`config.mk`:
```
export PLATFORM = sky130hd
export DESIGN_NAME = swin_engine
export DESIGN_NICKNAME = d
export VERILOG_FILES = /design/src/rtl/swin_pkg.sv /design/src/rtl/swin_compact.sv /design/src/rtl/swin_bsearch.sv /design/src/rtl/swin_insert.sv /design/src/rtl/swin_engine.sv
export SDC_FILE = /design/constraint.sdc
export NUM_CORES = 2
export LEC_CHECK = 0
export ABC_AREA = 0
export BUFFER_PORTS_ARGS = -buffer_cell sky130_fd_sc_hd__buf_2
export CAP_MARGIN = 20
export CORE_MARGIN = 2
export CORE_UTILIZATION = 35
export DETAILED_ROUTE_END_ITERATION = 6
export GPL_TIMING_DRIVEN = 1
export PLACE_DENSITY_LB_ADDON = 0.3
export SKIP_LAST_GASP = 1
export SLEW_MARGIN = 20
export SYNTH_ARGS = -nofsm -noshare
export SYNTH_HDL_FRONTEND = slang
export SYNTH_SLANG_ARGS = --single-unit
```
`constraint.sdc`:
```
create_clock -name clk -period 3 [get_ports clk]
set_input_delay 0.3 -clock clk [delete_from_list [all_inputs] [get_ports clk]]
set_output_delay 0.3 -clock clk [all_outputs]
set_load 0.01 [all_outputs]
```
`src/rtl/swin_pkg.sv`:
```
package swin_pkg;

  typedef enum logic [2:0] {
    ST_IDLE,
    ST_EVICT,
    ST_SEARCH,
    ST_SHIFT,
    ST_DONE
  } swin_state_e;

endpackage

```
`src/rtl/swin_compact.sv`:
```
// Age-based eviction: drops entries whose arrival distance from the next
// tag exceeds WS-WA and packs the survivors downward, keeping their order.
module swin_compact #(
  parameter int WS = 16,
  parameter int WA = 4,
  parameter int KW = 16,
  parameter int SW = 5,
  parameter int CW = 5
) (
  input  logic [WS*KW-1:0] keys_i,
  input  logic [WS*SW-1:0] tags_i,
  input  logic [CW-1:0]    cnt_i,
  input  logic [SW-1:0]    next_tag_i,
  output logic [WS*KW-1:0] keys_o,
  output logic [WS*SW-1:0] tags_o,
  output logic [CW-1:0]    cnt_o
);

  localparam logic [SW-1:0] MAX_AGE = SW'(WS - WA);

  logic          keep [WS];
  logic [CW-1:0] rank [WS];

  always_comb begin
    logic [CW-1:0] run;
    run = '0;
    for (int i = 0; i < WS; i++) begin
      logic [SW-1:0] age;
      age     = next_tag_i - tags_i[i*SW +: SW];
      keep[i] = (CW'(i) < cnt_i) && (age <= MAX_AGE);
      rank[i] = run;
      if (keep[i]) run = run + CW'(1);
    end
    cnt_o = run;
  end

  always_comb begin
    keys_o = keys_i;
    tags_o = tags_i;
    for (int j = 0; j < WS; j++) begin
      for (int i = j; i < WS; i++) begin
        if (keep[i] && rank[i] == CW'(j)) begin
          keys_o[j*KW +: KW] = keys_i[i*KW +: KW];
          tags_o[j*SW +: SW] = tags_i[i*SW +: SW];
        end
      end
    end
  end

endmodule

```
`src/rtl/swin_bsearch.sv`:
```
// One step of an upper-bound binary search over slots [lo, hi).
// Ties move right, so a new key lands after every equal stored key.
module swin_bsearch #(
  parameter int WS = 16,
  parameter int KW = 16,
  parameter int CW = 5
) (
  input  logic [WS*KW-1:0] keys_i,
  input  logic [CW-1:0]    lo_i,
  input  logic [CW-1:0]    hi_i,
  input  logic [KW-1:0]    key_i,
  output logic [CW-1:0]    lo_o,
  output logic [CW-1:0]    hi_o,
  output logic             done_o
);

  logic [CW:0]   sum;
  logic [CW-1:0] mid;
  logic [KW-1:0] mid_key;

  assign sum    = {1'b0, lo_i} + {1'b0, hi_i};
  assign mid    = CW'(sum >> 1);
  assign done_o = (lo_i == hi_i);

  always_comb begin
    mid_key = '0;
    for (int j = 0; j < WS; j++) begin
      if (mid == CW'(j)) mid_key = keys_i[j*KW +: KW];
    end
  end

  always_comb begin
    lo_o = lo_i;
    hi_o = hi_i;
    if (!done_o) begin
      if (mid_key <= key_i) lo_o = mid + CW'(1);
      else                  hi_o = mid;
    end
  end

endmodule

```
`src/rtl/swin_insert.sv`:
```
// Opens slot pos_i by moving every entry above it up one place,
// then writes the new key and tag into the opened slot.
module swin_insert #(
  parameter int WS = 16,
  parameter int KW = 16,
  parameter int SW = 5,
  parameter int CW = 5
) (
  input  logic [WS*KW-1:0] keys_i,
  input  logic [WS*SW-1:0] tags_i,
  input  logic [CW-1:0]    pos_i,
  input  logic [KW-1:0]    key_i,
  input  logic [SW-1:0]    tag_i,
  output logic [WS*KW-1:0] keys_o,
  output logic [WS*SW-1:0] tags_o
);

  for (genvar g = 0; g < WS; g++) begin : g_slot
    if (g == 0) begin : g_bottom
      always_comb begin
        if (pos_i == CW'(0)) begin
          keys_o[0 +: KW] = key_i;
          tags_o[0 +: SW] = tag_i;
        end else begin
          keys_o[0 +: KW] = keys_i[0 +: KW];
          tags_o[0 +: SW] = tags_i[0 +: SW];
        end
      end
    end else begin : g_upper
      always_comb begin
        if (CW'(g) > pos_i) begin
          keys_o[g*KW +: KW] = keys_i[(g-1)*KW +: KW];
          tags_o[g*SW +: SW] = tags_i[(g-1)*SW +: SW];
        end else if (CW'(g) == pos_i) begin
          keys_o[g*KW +: KW] = key_i;
          tags_o[g*SW +: SW] = tag_i;
        end else begin
          keys_o[g*KW +: KW] = keys_i[g*KW +: KW];
          tags_o[g*SW +: SW] = tags_i[g*SW +: SW];
        end
      end
    end
  end

endmodule

```
`src/rtl/swin_engine.sv`:
```
module swin_engine
  import swin_pkg::*;
#(
  parameter  int WS = 16,
  parameter  int WA = 4,
  parameter  int KW = 16,
  localparam int SW = $clog2(WS) + 1,
  localparam int CW = $clog2(WS + 1),
  localparam int IW = (WA > 1) ? $clog2(WA) : 1
) (
  input  logic             clk,
  input  logic             rst_n,
  input  logic             batch_valid,
  input  logic [WA*KW-1:0] batch_keys,
  output logic             busy,
  output logic             win_done,
  output logic [CW-1:0]    win_count,
  output logic [WS*KW-1:0] win_keys,
  output logic [WS*SW-1:0] win_tags
);

  // reset: asserted asynchronously, released on the clock
  logic [1:0] rst_sync_q;
  logic       rst_n_s;

  always_ff @(posedge clk or negedge rst_n) begin
    if (!rst_n) rst_sync_q <= 2'b00;
    else        rst_sync_q <= {rst_sync_q[0], 1'b1};
  end
  assign rst_n_s = rst_sync_q[1];

  // state
  swin_state_e      state_q, state_d;
  logic [CW-1:0]    cnt_q, cnt_d;
  logic [SW-1:0]    next_tag_q, next_tag_d;
  logic [IW-1:0]    idx_q, idx_d;
  logic [CW-1:0]    lo_q, lo_d, hi_q, hi_d;
  logic [WS*KW-1:0] keys_q, keys_d;
  logic [WS*SW-1:0] tags_q, tags_d;
  logic [WA*KW-1:0] batch_q;

  // datapath helpers
  logic [WS*KW-1:0] cmp_keys, ins_keys;
  logic [WS*SW-1:0] cmp_tags, ins_tags;
  logic [CW-1:0]    cmp_cnt;
  logic [CW-1:0]    bs_lo, bs_hi;
  logic             bs_done;
  logic [KW-1:0]    cur_key;
  logic [SW-1:0]    cur_tag;
  logic             arr_en, batch_en;

  always_comb begin
    cur_key = '0;
    for (int j = 0; j < WA; j++) begin
      if (idx_q == IW'(j)) cur_key = batch_q[j*KW +: KW];
    end
  end
  assign cur_tag = next_tag_q + SW'(idx_q);

  swin_compact #(.WS(WS), .WA(WA), .KW(KW), .SW(SW), .CW(CW)) u_compact (
    .keys_i     (keys_q),
    .tags_i     (tags_q),
    .cnt_i      (cnt_q),
    .next_tag_i (next_tag_q),
    .keys_o     (cmp_keys),
    .tags_o     (cmp_tags),
    .cnt_o      (cmp_cnt)
  );

  swin_bsearch #(.WS(WS), .KW(KW), .CW(CW)) u_search (
    .keys_i (keys_q),
    .lo_i   (lo_q),
    .hi_i   (hi_q),
    .key_i  (cur_key),
    .lo_o   (bs_lo),
    .hi_o   (bs_hi),
    .done_o (bs_done)
  );

  swin_insert #(.WS(WS), .KW(KW), .SW(SW), .CW(CW)) u_insert (
    .keys_i (keys_q),
    .tags_i (tags_q),
    .pos_i  (lo_q),
    .key_i  (cur_key),
    .tag_i  (cur_tag),
    .keys_o (ins_keys),
    .tags_o (ins_tags)
  );

  // next-state logic
  always_comb begin
    state_d    = state_q;
    cnt_d      = cnt_q;
    next_tag_d = next_tag_q;
    idx_d      = idx_q;
    lo_d       = lo_q;
    hi_d       = hi_q;
    keys_d     = keys_q;
    tags_d     = tags_q;
    arr_en     = 1'b0;
    batch_en   = 1'b0;
    unique case (state_q)
      ST_IDLE: begin
        if (batch_valid) begin
          batch_en = 1'b1;
          state_d  = ST_EVICT;
        end
      end
      ST_EVICT: begin
        arr_en  = 1'b1;
        keys_d  = cmp_keys;
        tags_d  = cmp_tags;
        cnt_d   = cmp_cnt;
        idx_d   = '0;
        lo_d    = '0;
        hi_d    = cmp_cnt;
        state_d = ST_SEARCH;
      end
      ST_SEARCH: begin
        if (bs_done) begin
          state_d = ST_SHIFT;
        end else begin
          lo_d = bs_lo;
          hi_d = bs_hi;
        end
      end
      ST_SHIFT: begin
        arr_en = 1'b1;
        keys_d = ins_keys;
        tags_d = ins_tags;
        cnt_d  = cnt_q + CW'(1);
        if (idx_q == IW'(WA - 1)) begin
          next_tag_d = next_tag_q + SW'(WA);
          state_d    = ST_DONE;
        end else begin
          // the batch is sorted: the next key cannot land below this slot
          idx_d   = idx_q + IW'(1);
          lo_d    = lo_q + CW'(1);
          hi_d    = cnt_q + CW'(1);
          state_d = ST_SEARCH;
        end
      end
      ST_DONE: state_d = ST_IDLE;
      default: state_d = ST_IDLE;
    endcase
  end

  // control registers
  always_ff @(posedge clk or negedge rst_n_s) begin
    if (!rst_n_s) begin
      state_q    <= ST_IDLE;
      cnt_q      <= '0;
      next_tag_q <= '0;
      idx_q      <= '0;
      lo_q       <= '0;
      hi_q       <= '0;
    end else begin
      state_q    <= state_d;
      cnt_q      <= cnt_d;
      next_tag_q <= next_tag_d;
      idx_q      <= idx_d;
      lo_q       <= lo_d;
      hi_q       <= hi_d;
    end
  end

  // datapath registers, no reset, written under enable
  always_ff @(posedge clk) begin
    if (arr_en) begin
      keys_q <= keys_d;
      tags_q <= tags_d;
    end
    if (batch_en) batch_q <= batch_keys;
  end

  assign busy      = (state_q != ST_IDLE);
  assign win_done  = (state_q == ST_DONE);
  assign win_count = cnt_q;
  assign win_keys  = keys_q;
  assign win_tags  = tags_q;

  // checks
  AST_TAKE_WHEN_IDLE: assert property (@(posedge clk) disable iff (!rst_n_s)
    (!busy && batch_valid) |=> busy);
  AST_COUNT_BOUND: assert property (@(posedge clk) disable iff (!rst_n_s)
    win_count <= CW'(WS));
  AST_FILL_NO_EVICT: assert property (@(posedge clk) disable iff (!rst_n_s)
    (state_q == ST_EVICT && cnt_q <= CW'(WS - WA)) |=> (cnt_q == $past(cnt_q)));
  AST_EVICT_ROOM: assert property (@(posedge clk) disable iff (!rst_n_s)
    (state_q == ST_EVICT) |=> (cnt_q <= CW'(WS - WA)));
  AST_DONE_SINGLE: assert property (@(posedge clk) disable iff (!rst_n_s)
    win_done |=> !win_done);
  AST_BUSY_HOLD: assert property (@(posedge clk) disable iff (!rst_n_s)
    (busy && !win_done) |=> busy);
  AST_DONE_RELEASE: assert property (@(posedge clk) disable iff (!rst_n_s)
    win_done |=> !busy);

  for (genvar g = 1; g < WS; g++) begin : g_order_chk
    AST_WINDOW_ORDERED: assert property (@(posedge clk) disable iff (!rst_n_s)
      (state_q == ST_IDLE && CW'(g) < cnt_q) |->
        (keys_q[(g-1)*KW +: KW] <= keys_q[g*KW +: KW]));
  end

endmodule

```
; Yosys cells after proc, flatten, opt, wreduce, memory -nomap -nowiden
; Index checks and enable logic that the tools add are counted.
[word_totals]
regBits = 427
inputBits = 67
out_inout_bits = 343
wordCells = 845
[op_classes]
muxes = 358
reduce_logical = 181
n_bitwise = 1
n_addsub = 38
order_cmp = 48
eq_ne = 179
[ops]
columns = op, count
row1 = 2-to-1 mux 16 bit, 171
row2 = 2-to-1 mux 5 bit, 172
row3 = one-hot mux 256 bit (2 select lines), 1
row4 = "== test 5 x 3 -> 1 bit, second input constant", 42
row5 = "== test 5 x 4 -> 1 bit, second input constant", 36
row6 = one-hot mux 80 bit (2 select lines), 1
row7 = logical AND 1 bit, 136
row8 = "== test 5 x 2 -> 1 bit, second input constant", 27
row9 = "adder 5 x 1 -> 5 bit, second input constant", 17
row10 = zero test 5 bit, 17
row11 = "<= comparator 5 x 4 -> 1 bit, second input constant", 16
row12 = subtractor 5 bit, 16
row13 = "== test 5 x 1 -> 1 bit, second input constant", 15
row14 = AND reduction 4 bit, 18
row15 = "inequality test 3 x 1 -> 1 bit, second input constant", 15
row16 = "== test 4 x 5 -> 1 bit, first input constant", 8
row17 = "greater-than comparator 4 x 5 -> 1 bit, first input constant", 8
row18 = "less-than comparator 4 x 5 -> 1 bit, first input constant", 8
row19 = one-hot mux 5 bit (3 select lines), 2
row20 = "== test 3 x 5 -> 1 bit, first input constant", 4
row21 = "greater-than comparator 3 x 5 -> 1 bit, first input constant", 4
row22 = "less-than comparator 3 x 5 -> 1 bit, first input constant", 4
row23 = <= comparator 16 bit, 1
row24 = "inequality test 16 x 1 -> 1 bit, second input constant", 1
row25 = other kinds (44), 65

; Logic depth before layout (Yosys ltp)
[logic_depth]
word_depth = 36
mapped_depth = 62

; By module
; A second synthesis with hierarchy kept.
[hier_totals]
hier_cells = 8783
hier_area_um2 = 61101.1
[modules_own_cells]
columns = module, cells_per_inst, n_inst, area_per_inst_um2
row1 = swin_compact, 5293, 1, 31996.9
row2 = swin_engine, 1744, 1, 18133.6
row3 = swin_insert, 1201, 1, 7443.4
row4 = swin_bsearch, 545, 1, 3527.1

; Least setup slack after synthesis
; No wires, ideal clock.
[synth_timing]
path_type = reg-to-reg
start = register next_tag_q[4]
end = register keys_q[100], in the netlist win_keys[100], enable pin
t_required_ns = 2.565
stages_incl_launch_ff = 59
path_slack_ns = -10.441
arrival_ns = 13.006
cell_sequence = dfrtp_1 -> buf_4 -> buf_2 -> clkbuf_1 -> xor2_1 -> o31ai_1 -> nor2_1 -> nor2_1 -> or4_1 -> ha_1 -> xnor2_2 -> inv_1 -> ha_1 -> a211o_1 -> o21ai_0 -> inv_1 -> ha_1 -> nand2_1 -> [23 not listed] -> a21oi_1 -> o31a_1 -> ha_1 -> nand2_1 -> o21ai_0 -> ha_1 -> mux2_2 -> ha_1 -> nand2_1 -> o21ai_0 -> inv_1 -> ha_1 -> and2_1 -> and4_1 -> clkbuf_1 -> clkbuf_1 -> nor2_1 -> a221oi_1
[synth_via]
elab_chain_cells = 36
elab_cells_between_ends = 97
cone_classes = 30 x add/sub / 16 x order compare / 10 x eq/ne / 15 x mux / 26 x reduce/logical
[synth_lines]
columns = element, line
row1 = "start, declared", swin_engine.sv:35  ; logic [SW-1:0] next_tag_q, next_tag_d;
row2 = "start signal, assigned", swin_engine.sv:160  ; next_tag_q <= next_tag_d;
row3 = subtractor 5 bit, swin_compact.sv:29  ; age = next_tag_i - tags_i[i*SW +: SW];
row4 = <= comparator 5 x 4 -> 1 bit, swin_compact.sv:30  ; keep[i] = (CW'(i) < cnt_i) && (age <= MAX_AGE);
row5 = logical AND 1 bit, swin_compact.sv:30
row6 = 2-to-1 mux 1 bit, swin_compact.sv:32  ; if (keep[i]) run = run + CW'(1);
row7 = adder 1 x 1 -> 2 bit, swin_compact.sv:32
row8 = 2-to-1 mux 5 bit, swin_compact.sv:32
row9 = adder 5 x 1 -> 5 bit, swin_compact.sv:32
row10 = 2-to-1 mux 5 bit, swin_compact.sv:32
row11 = [20 not listed], --
row12 = adder 5 x 1 -> 5 bit, swin_compact.sv:32
row13 = 2-to-1 mux 5 bit, swin_compact.sv:32
row14 = adder 5 x 1 -> 5 bit, swin_compact.sv:32
row15 = 2-to-1 mux 5 bit, swin_compact.sv:32
row16 = == test 5 x 3 -> 1 bit, swin_compact.sv:42  ; if (keep[i] && rank[i] == CW'(j)) begin
row17 = logical AND 1 bit, swin_compact.sv:42
row18 = inequality test 10 x 1 -> 1 bit (no source line) *, --
row19 = AND reduction 4 bit (no source line) *, --
row20 = "end signal, assigned", swin_engine.sv:170  ; keys_q <= keys_d;
row21 = "end, declared", swin_engine.sv:38  ; logic [WS*KW-1:0] keys_q, keys_d;
; Every way passes the cells marked *; elsewhere a longest branch is shown, timed or not.
; A chain may end at the register's enable or synchronous reset.

; Final worst setup path
[layout_timing]
start = register next_tag_q[3]
end = register tags_q[3], in the netlist win_tags[3] (data pin)
[layout_via]
elab_chain_cells = 36
elab_cells_between_ends = 122
cone_classes = 31 x add/sub / 16 x order compare / 31 x mux / 44 x reduce/logical
[layout_lines]
columns = element, line
row1 = subtractor 5 bit, swin_compact.sv:29
row2 = <= comparator 5 x 4 -> 1 bit, swin_compact.sv:30
row3 = logical AND 1 bit, swin_compact.sv:30
row4 = 2-to-1 mux 1 bit, swin_compact.sv:32
row5 = adder 1 x 1 -> 2 bit, swin_compact.sv:32
row6 = 2-to-1 mux 5 bit, swin_compact.sv:32
row7 = adder 5 x 1 -> 5 bit, swin_compact.sv:32
row8 = 2-to-1 mux 5 bit, swin_compact.sv:32
row9 = [21 not listed], --
row10 = 2-to-1 mux 5 bit, swin_compact.sv:32
row11 = adder 5 x 1 -> 5 bit, swin_compact.sv:32
row12 = 2-to-1 mux 5 bit, swin_compact.sv:32
row13 = zero test 5 bit, swin_compact.sv:42
row14 = logical AND 1 bit, swin_compact.sv:42
row15 = 2-to-1 mux 5 bit, swin_compact.sv:42
row16 = one-hot mux 80 bit (2 select lines) *, swin_engine.sv:102  ; unique case (state_q)
row17 = named net tags_d[3], swin_engine.sv:39  ; logic [WS*SW-1:0] tags_q, tags_d;
row18 = "end signal, assigned", swin_engine.sv:171  ; tags_q <= tags_d;
row19 = "end, declared", swin_engine.sv:39
; The timed path passes the listed nets; every way through them passes the cells marked *. The select of a mux whose other input is x is not followed.

==> implementation parameters <==
Parameter                              Value

Outcome
  Outcome    finished with violations
  Failing checks    design-rule violations, negative setup slack

Hold path
  Endpoint, Worst Hold    batch_q[7]$_DFFE_PP_
  Worst Hold Depth    2
  Hold Startpoint    batch_keys[7]
  Path class of the lowest-slack min-delay path    primary input to flip-flop

Detailed routing
  Initial DRC count    11500
  Detailed-route via count    68400
  Average detailed-routed wire length per instance    36.7 microns
  Number of nets with antenna violations after detailed routing    0
  Detailed-route DRC error count    10
  Wire length reported by the detailed router    374000 microns
  Detailed-routing iteration count for the pre-antenna-repair pass    7
  Via/cell ratio    roughly 6.7

Clock network
  Clock root buffer    sky130_fd_sc_hd__clkbuf_16
  Number of buffers added by the clock tree synthesis step    between 50 and 60
  H-Tree Depth    2
  Worst-skew pair later-pin latency    730 ps
  Clock Pin Slew Worst Setup and Hold Paths    60 ps
  Max Root-Sink Buffers    3
  CTS tree    yes
  Clock sink count    425

Pwr
  Clock network power share    5.3%
  Net switching component of the power    0.0679 W
  Internal    about 0.063 W
  Fraction of power consumed by sequential logic    8.1%
  Gate power share    about 87%
  Peak supply drop    ~2.2 mV
  Power density cells    between 1500 and 2000 nW/um^2
  Switching part of the total power    between 50% and 60%
  Tot Pwr    0.131 W
  Leakage Power    29.3 nW

Finish
  Combined flip-flop and latch cell area    12600 sq um
  Post-route core utilization    51.8%
  Footprint of the multi-input gates    approximately 36000 sq um
  Fin cells    10200
  Proportion of layout cells with a drive suffix above 1    around a third
  Final net count    8440
  Growth of design area from synthesis to finish    47.3%
  Cell area after layout    around 73000 sq um
  Fill count    13500

Worst setup path
  Reg-to-reg critical path endpoint    win_tags[3]$_DFFE_PP_
  Slowest-stage cell, CP    sky130_fd_sc_hd__a211oi_1
  Required @ worst endpoint    3360 ps
  Largest stage delay on the critical path    roughly 530 ps
  Data arrival time of the critical path    about 11000 ps
  Critical path fanouts, max    16
  Startpoint kind of the worst setup timing path    flip-flop
  Reg2reg setup slack    -7510 ps
  Most prevalent standard cell on the critical path    sky130_fd_sc_hd__buf_4
  Setup crit end kind    flip-flop
  Critical path class    flip-flop to flip-flop
  Worst-case reg-to-reg path depth    66
  Reg2reg start    next_tag_q[3]$_DFFE_PN0P_

Synth
  Count of yosys warnings during synthesis    0
  Post-synth EDFFs    400
  Dominant cells by area after synthesis    sky130_fd_sc_hd__edfxtp_1 24%, sky130_fd_sc_hd__nand2_1 7.5%, sky130_fd_sc_hd__nor2_1 6.2%, sky130_fd_sc_hd__mux2i_1 6.0%, sky130_fd_sc_hd__clkbuf_1 5.9%
  Ys flop type    sky130_fd_sc_hd__edfxtp_1
  Number of synthesized register bits    425
  Top-area cell type share of the netlist area    between 20% and 30%
  Portion of the post-synthesis area used by sequential elements    25.5%
  Post-synthesis area per instance    7.31 sq um
  Synth unique cells    99
  Leading area contributor after synthesis    sky130_fd_sc_hd__edfxtp_1
  Synthesized instance count    6781
  Post-Synthesis Net Count    a little under 7000
  Syn Std Cell Area    49600 sq um
  Proportion of register bits with asynchronous set or reset after synthesis    5.88%

Global route
  GRT Max-Usage Layer    met2
  Met3 GRT Util    18.9%
  Grt ovf    0
  Global routing met2 resource utilization    67.6%
  Number of antenna violations at the first check in global routing    31
  Combined global-route utilization of all metal layers    48.8%
  Fraction of met1 tracks used by global routing    65.5%
  Global-route wire length before repair    502000 microns
  Largest net degree at the start of global routing    between 100 and 150
  Number of global-route vias before repair    62600

Placed design
  Count of input and output buffers    409
  Routability Congestion    around 1.1
  Detailed-placement wirelength estimate    286000 microns
  Placed standard-cell area    65900 sq um
  Instance count after placement with tap cells included    9834

Die
  Horiz. Die Dim    380 microns
  Overall die height    ~380 microns
  Total number of placement rows    about 140
  Num ports    410
  Effective utilization at floorplan    between 30% and 40%
  Core area    between 100000 and 150000 sq um
  Die area    145000 sq um

Timing
  Final count of pins violating max slew    0
  Final hold viol count    0
  Transition at the pin with the smallest max-transition slack    1090 ps
  Setup repair after global routing missed its margin    yes
  Setup WS post-layout    -7510 ps
  Clock period minus final worst setup slack    10510 ps
  Fin Hold WS    275 ps
  Share of the clock period used by the worst path    350%
  Finish-stage setup viols    624
  Highest clock frequency the design can meet    95.1 MHz
  Max-slew headroom at the worst pin    27.2%
  Largest clock skew in the final design    roughly 100 ps

Flow run
  Max cap viols    0
## cells in the mapped netlist, types with 35 or more instances
master / number
sky130_fd_sc_hd__nand2_1: 997
sky130_fd_sc_hd__nor2_1: 823
sky130_fd_sc_hd__clkbuf_1: 773
sky130_fd_sc_hd__a21oi_1: 466
sky130_fd_sc_hd__o21ai_0: 404
sky130_fd_sc_hd__edfxtp_1: 400
sky130_fd_sc_hd__o211ai_1: 351
sky130_fd_sc_hd__a211oi_1: 336
sky130_fd_sc_hd__mux2i_1: 299
sky130_fd_sc_hd__a31oi_1: 180
sky130_fd_sc_hd__nand3_1: 148
sky130_fd_sc_hd__nor3_1: 130
sky130_fd_sc_hd__ha_1: 113
sky130_fd_sc_hd__inv_1: 82
sky130_fd_sc_hd__o22ai_1: 75
sky130_fd_sc_hd__mux2_2: 71
sky130_fd_sc_hd__o221ai_1: 61
sky130_fd_sc_hd__xnor2_1: 61
sky130_fd_sc_hd__a22oi_1: 54
sky130_fd_sc_hd__o21ai_1: 49
sky130_fd_sc_hd__a211o_1: 46
sky130_fd_sc_hd__a311oi_1: 45
sky130_fd_sc_hd__or3_1: 43
sky130_fd_sc_hd__buf_1: 39
sky130_fd_sc_hd__o31ai_1: 38
sky130_fd_sc_hd__buf_2: 37
sky130_fd_sc_hd__o311a_1: 36
sky130_fd_sc_hd__and3_1: 35
## logic make-up (layout without fill, tap and decap cells)
group / after synthesis / count (layout) / share of synthesized area, %
AOI/OAI and AO/OA: 2450 / 2450 / 33.3
xor gates and xnor gates: 101 / 101 / 2.18
adders and majority gates: 114 / 114 / 2.89
buffers and inverters: 939 / 2462 / 7.24
DFF: 425 / 425 / 25.5
muxes: 391 / 391 / 8.60
other: 1 / 10 / 0.00756
and+or+nand+nor: 2360 / 2360 / 20.3
## worst max path at each step
stage | cells past startpoint | to | slack [ps] | from
after global routing | 63 | win_keys[32]$_DFFE_PP_ | -7830 | next_tag_q[3]$_DFFE_PN0P_
after detailed placement | 47 | win_keys[41]$_DFFE_PP_ | -7690 | next_tag_q[3]$_DFFE_PN0P_
after CTS | 68 | win_keys[13]$_DFFE_PP_ | -7400 | next_tag_q[3]$_DFFE_PN0P_
after global placement | 54 | win_keys[41]$_DFFE_PP_ | -7650 | next_tag_q[2]$_DFFE_PN0P_
final | 66 | win_tags[3]$_DFFE_PP_ | -7510 | next_tag_q[3]$_DFFE_PN0P_
after floorplan | 58 | win_keys[144]$_DFFE_PP_ | -7720 | next_tag_q[4]$_DFFE_PN0P_
## state kept, by name, summed over array words and instances, names as in the netlist
signal / flops
batch_q: 64
hi_q: 5
idx_q: 2
lo_q: 5
next_tag_q: 3
rst_sync_q: 2
state_q: 3
win_count: 5
win_keys: 256
win_tags: 80
## layout by cell type, fill, tap and decap left out, types with 25 or more instances in the layout
cell                               n
sky130_fd_sc_hd__buf_4          1506
sky130_fd_sc_hd__nand2_1         969
sky130_fd_sc_hd__nor2_1          772
sky130_fd_sc_hd__a21oi_1         426
sky130_fd_sc_hd__buf_2           409
sky130_fd_sc_hd__edfxtp_1        400
sky130_fd_sc_hd__o21ai_0         352
sky130_fd_sc_hd__o211ai_1        351
sky130_fd_sc_hd__a211oi_1        308
sky130_fd_sc_hd__mux2i_1         297
sky130_fd_sc_hd__buf_12          199
sky130_fd_sc_hd__a31oi_1         170
sky130_fd_sc_hd__nand3_1         141
sky130_fd_sc_hd__nor3_1          112
sky130_fd_sc_hd__ha_1             86
sky130_fd_sc_hd__inv_1            72
sky130_fd_sc_hd__o22ai_1          70
sky130_fd_sc_hd__mux2_2           67
sky130_fd_sc_hd__dlygate4sd3_1    67
sky130_fd_sc_hd__clkbuf_16        66
sky130_fd_sc_hd__o21ai_1          59
sky130_fd_sc_hd__xnor2_1          58
sky130_fd_sc_hd__buf_6            56
sky130_fd_sc_hd__a22oi_1          50
sky130_fd_sc_hd__a211o_1          46
sky130_fd_sc_hd__a311oi_1         45
sky130_fd_sc_hd__or3_1            38
sky130_fd_sc_hd__o311a_1          35
sky130_fd_sc_hd__nor2_4           34
sky130_fd_sc_hd__a21oi_2          33
sky130_fd_sc_hd__o221ai_1         33
sky130_fd_sc_hd__and3_1           32
sky130_fd_sc_hd__nand2b_1         32
sky130_fd_sc_hd__o21ai_2          32
sky130_fd_sc_hd__o31ai_1          29
sky130_fd_sc_hd__a221o_1          26
sky130_fd_sc_hd__ha_4             25
## per-layer routing
layer / up-vias / wire length [microns]
li1: 28300 / -
met1: 32700 / 145000
met2: 6040 / 147000
met3: 1235 / 59400
met4: 26 / 22600
met5: - / 175
## critical path: cells and delay by family (launching register included)
kind            cells  cell delay, ps
flops               1             460
compound gates     13            2580
buf+inv            38            4450
xor+xnor            1             120
fa+ha+maj           7            1680
simple gates        7             950
## timing repair
action	4_1_cts	5_1_grt
gates cloned	25	10
hold buffers	67	0
setup endpoints to repair	624	624
pin swaps	95	116
hold endpoints to repair	67	0
buffers inserted	129	44
resized for setup	302	282
## power groups by stage
| stage | clock, W | sequential (W) | combinational [W] |
|---|---|---|---|
| final | 0.00700 | 0.0107 | 0.114 |
| after detailed placement | 0 | 0.0107 | 0.0956 |
| after global placement | 0 | 0.0107 | 0.0950 |
| after global routing | 0.00714 | 0.0107 | 0.118 |
| after floorplan | 0 | 0.0116 | 0.0485 |
| after CTS | 0.00696 | 0.0106 | 0.105 |
## stage by stage
step / setup WS [ps] / setup TNS [ps]
5_1_grt: -7830 / -4731880
6_report: -7510 / -4514960
3_5_place_dp: -7690 / -4667030
4_1_cts: -7400 / -4394670
2_1_floorplan: -7720 / -4642560
3_3_place_gp: -7650 / -4641360
## cell type report
class	instances	share of cell area [%]
timing repair buffer	2276	26.8
inverter	84	0.442
sequential	425	17.3
clock inverter	38	0.493
multi-input combinational	5417	49.7
tap	1890	3.24
antenna	9	0.0308
clock buffer	64	1.97
Power figures use the tool's default switching activity.
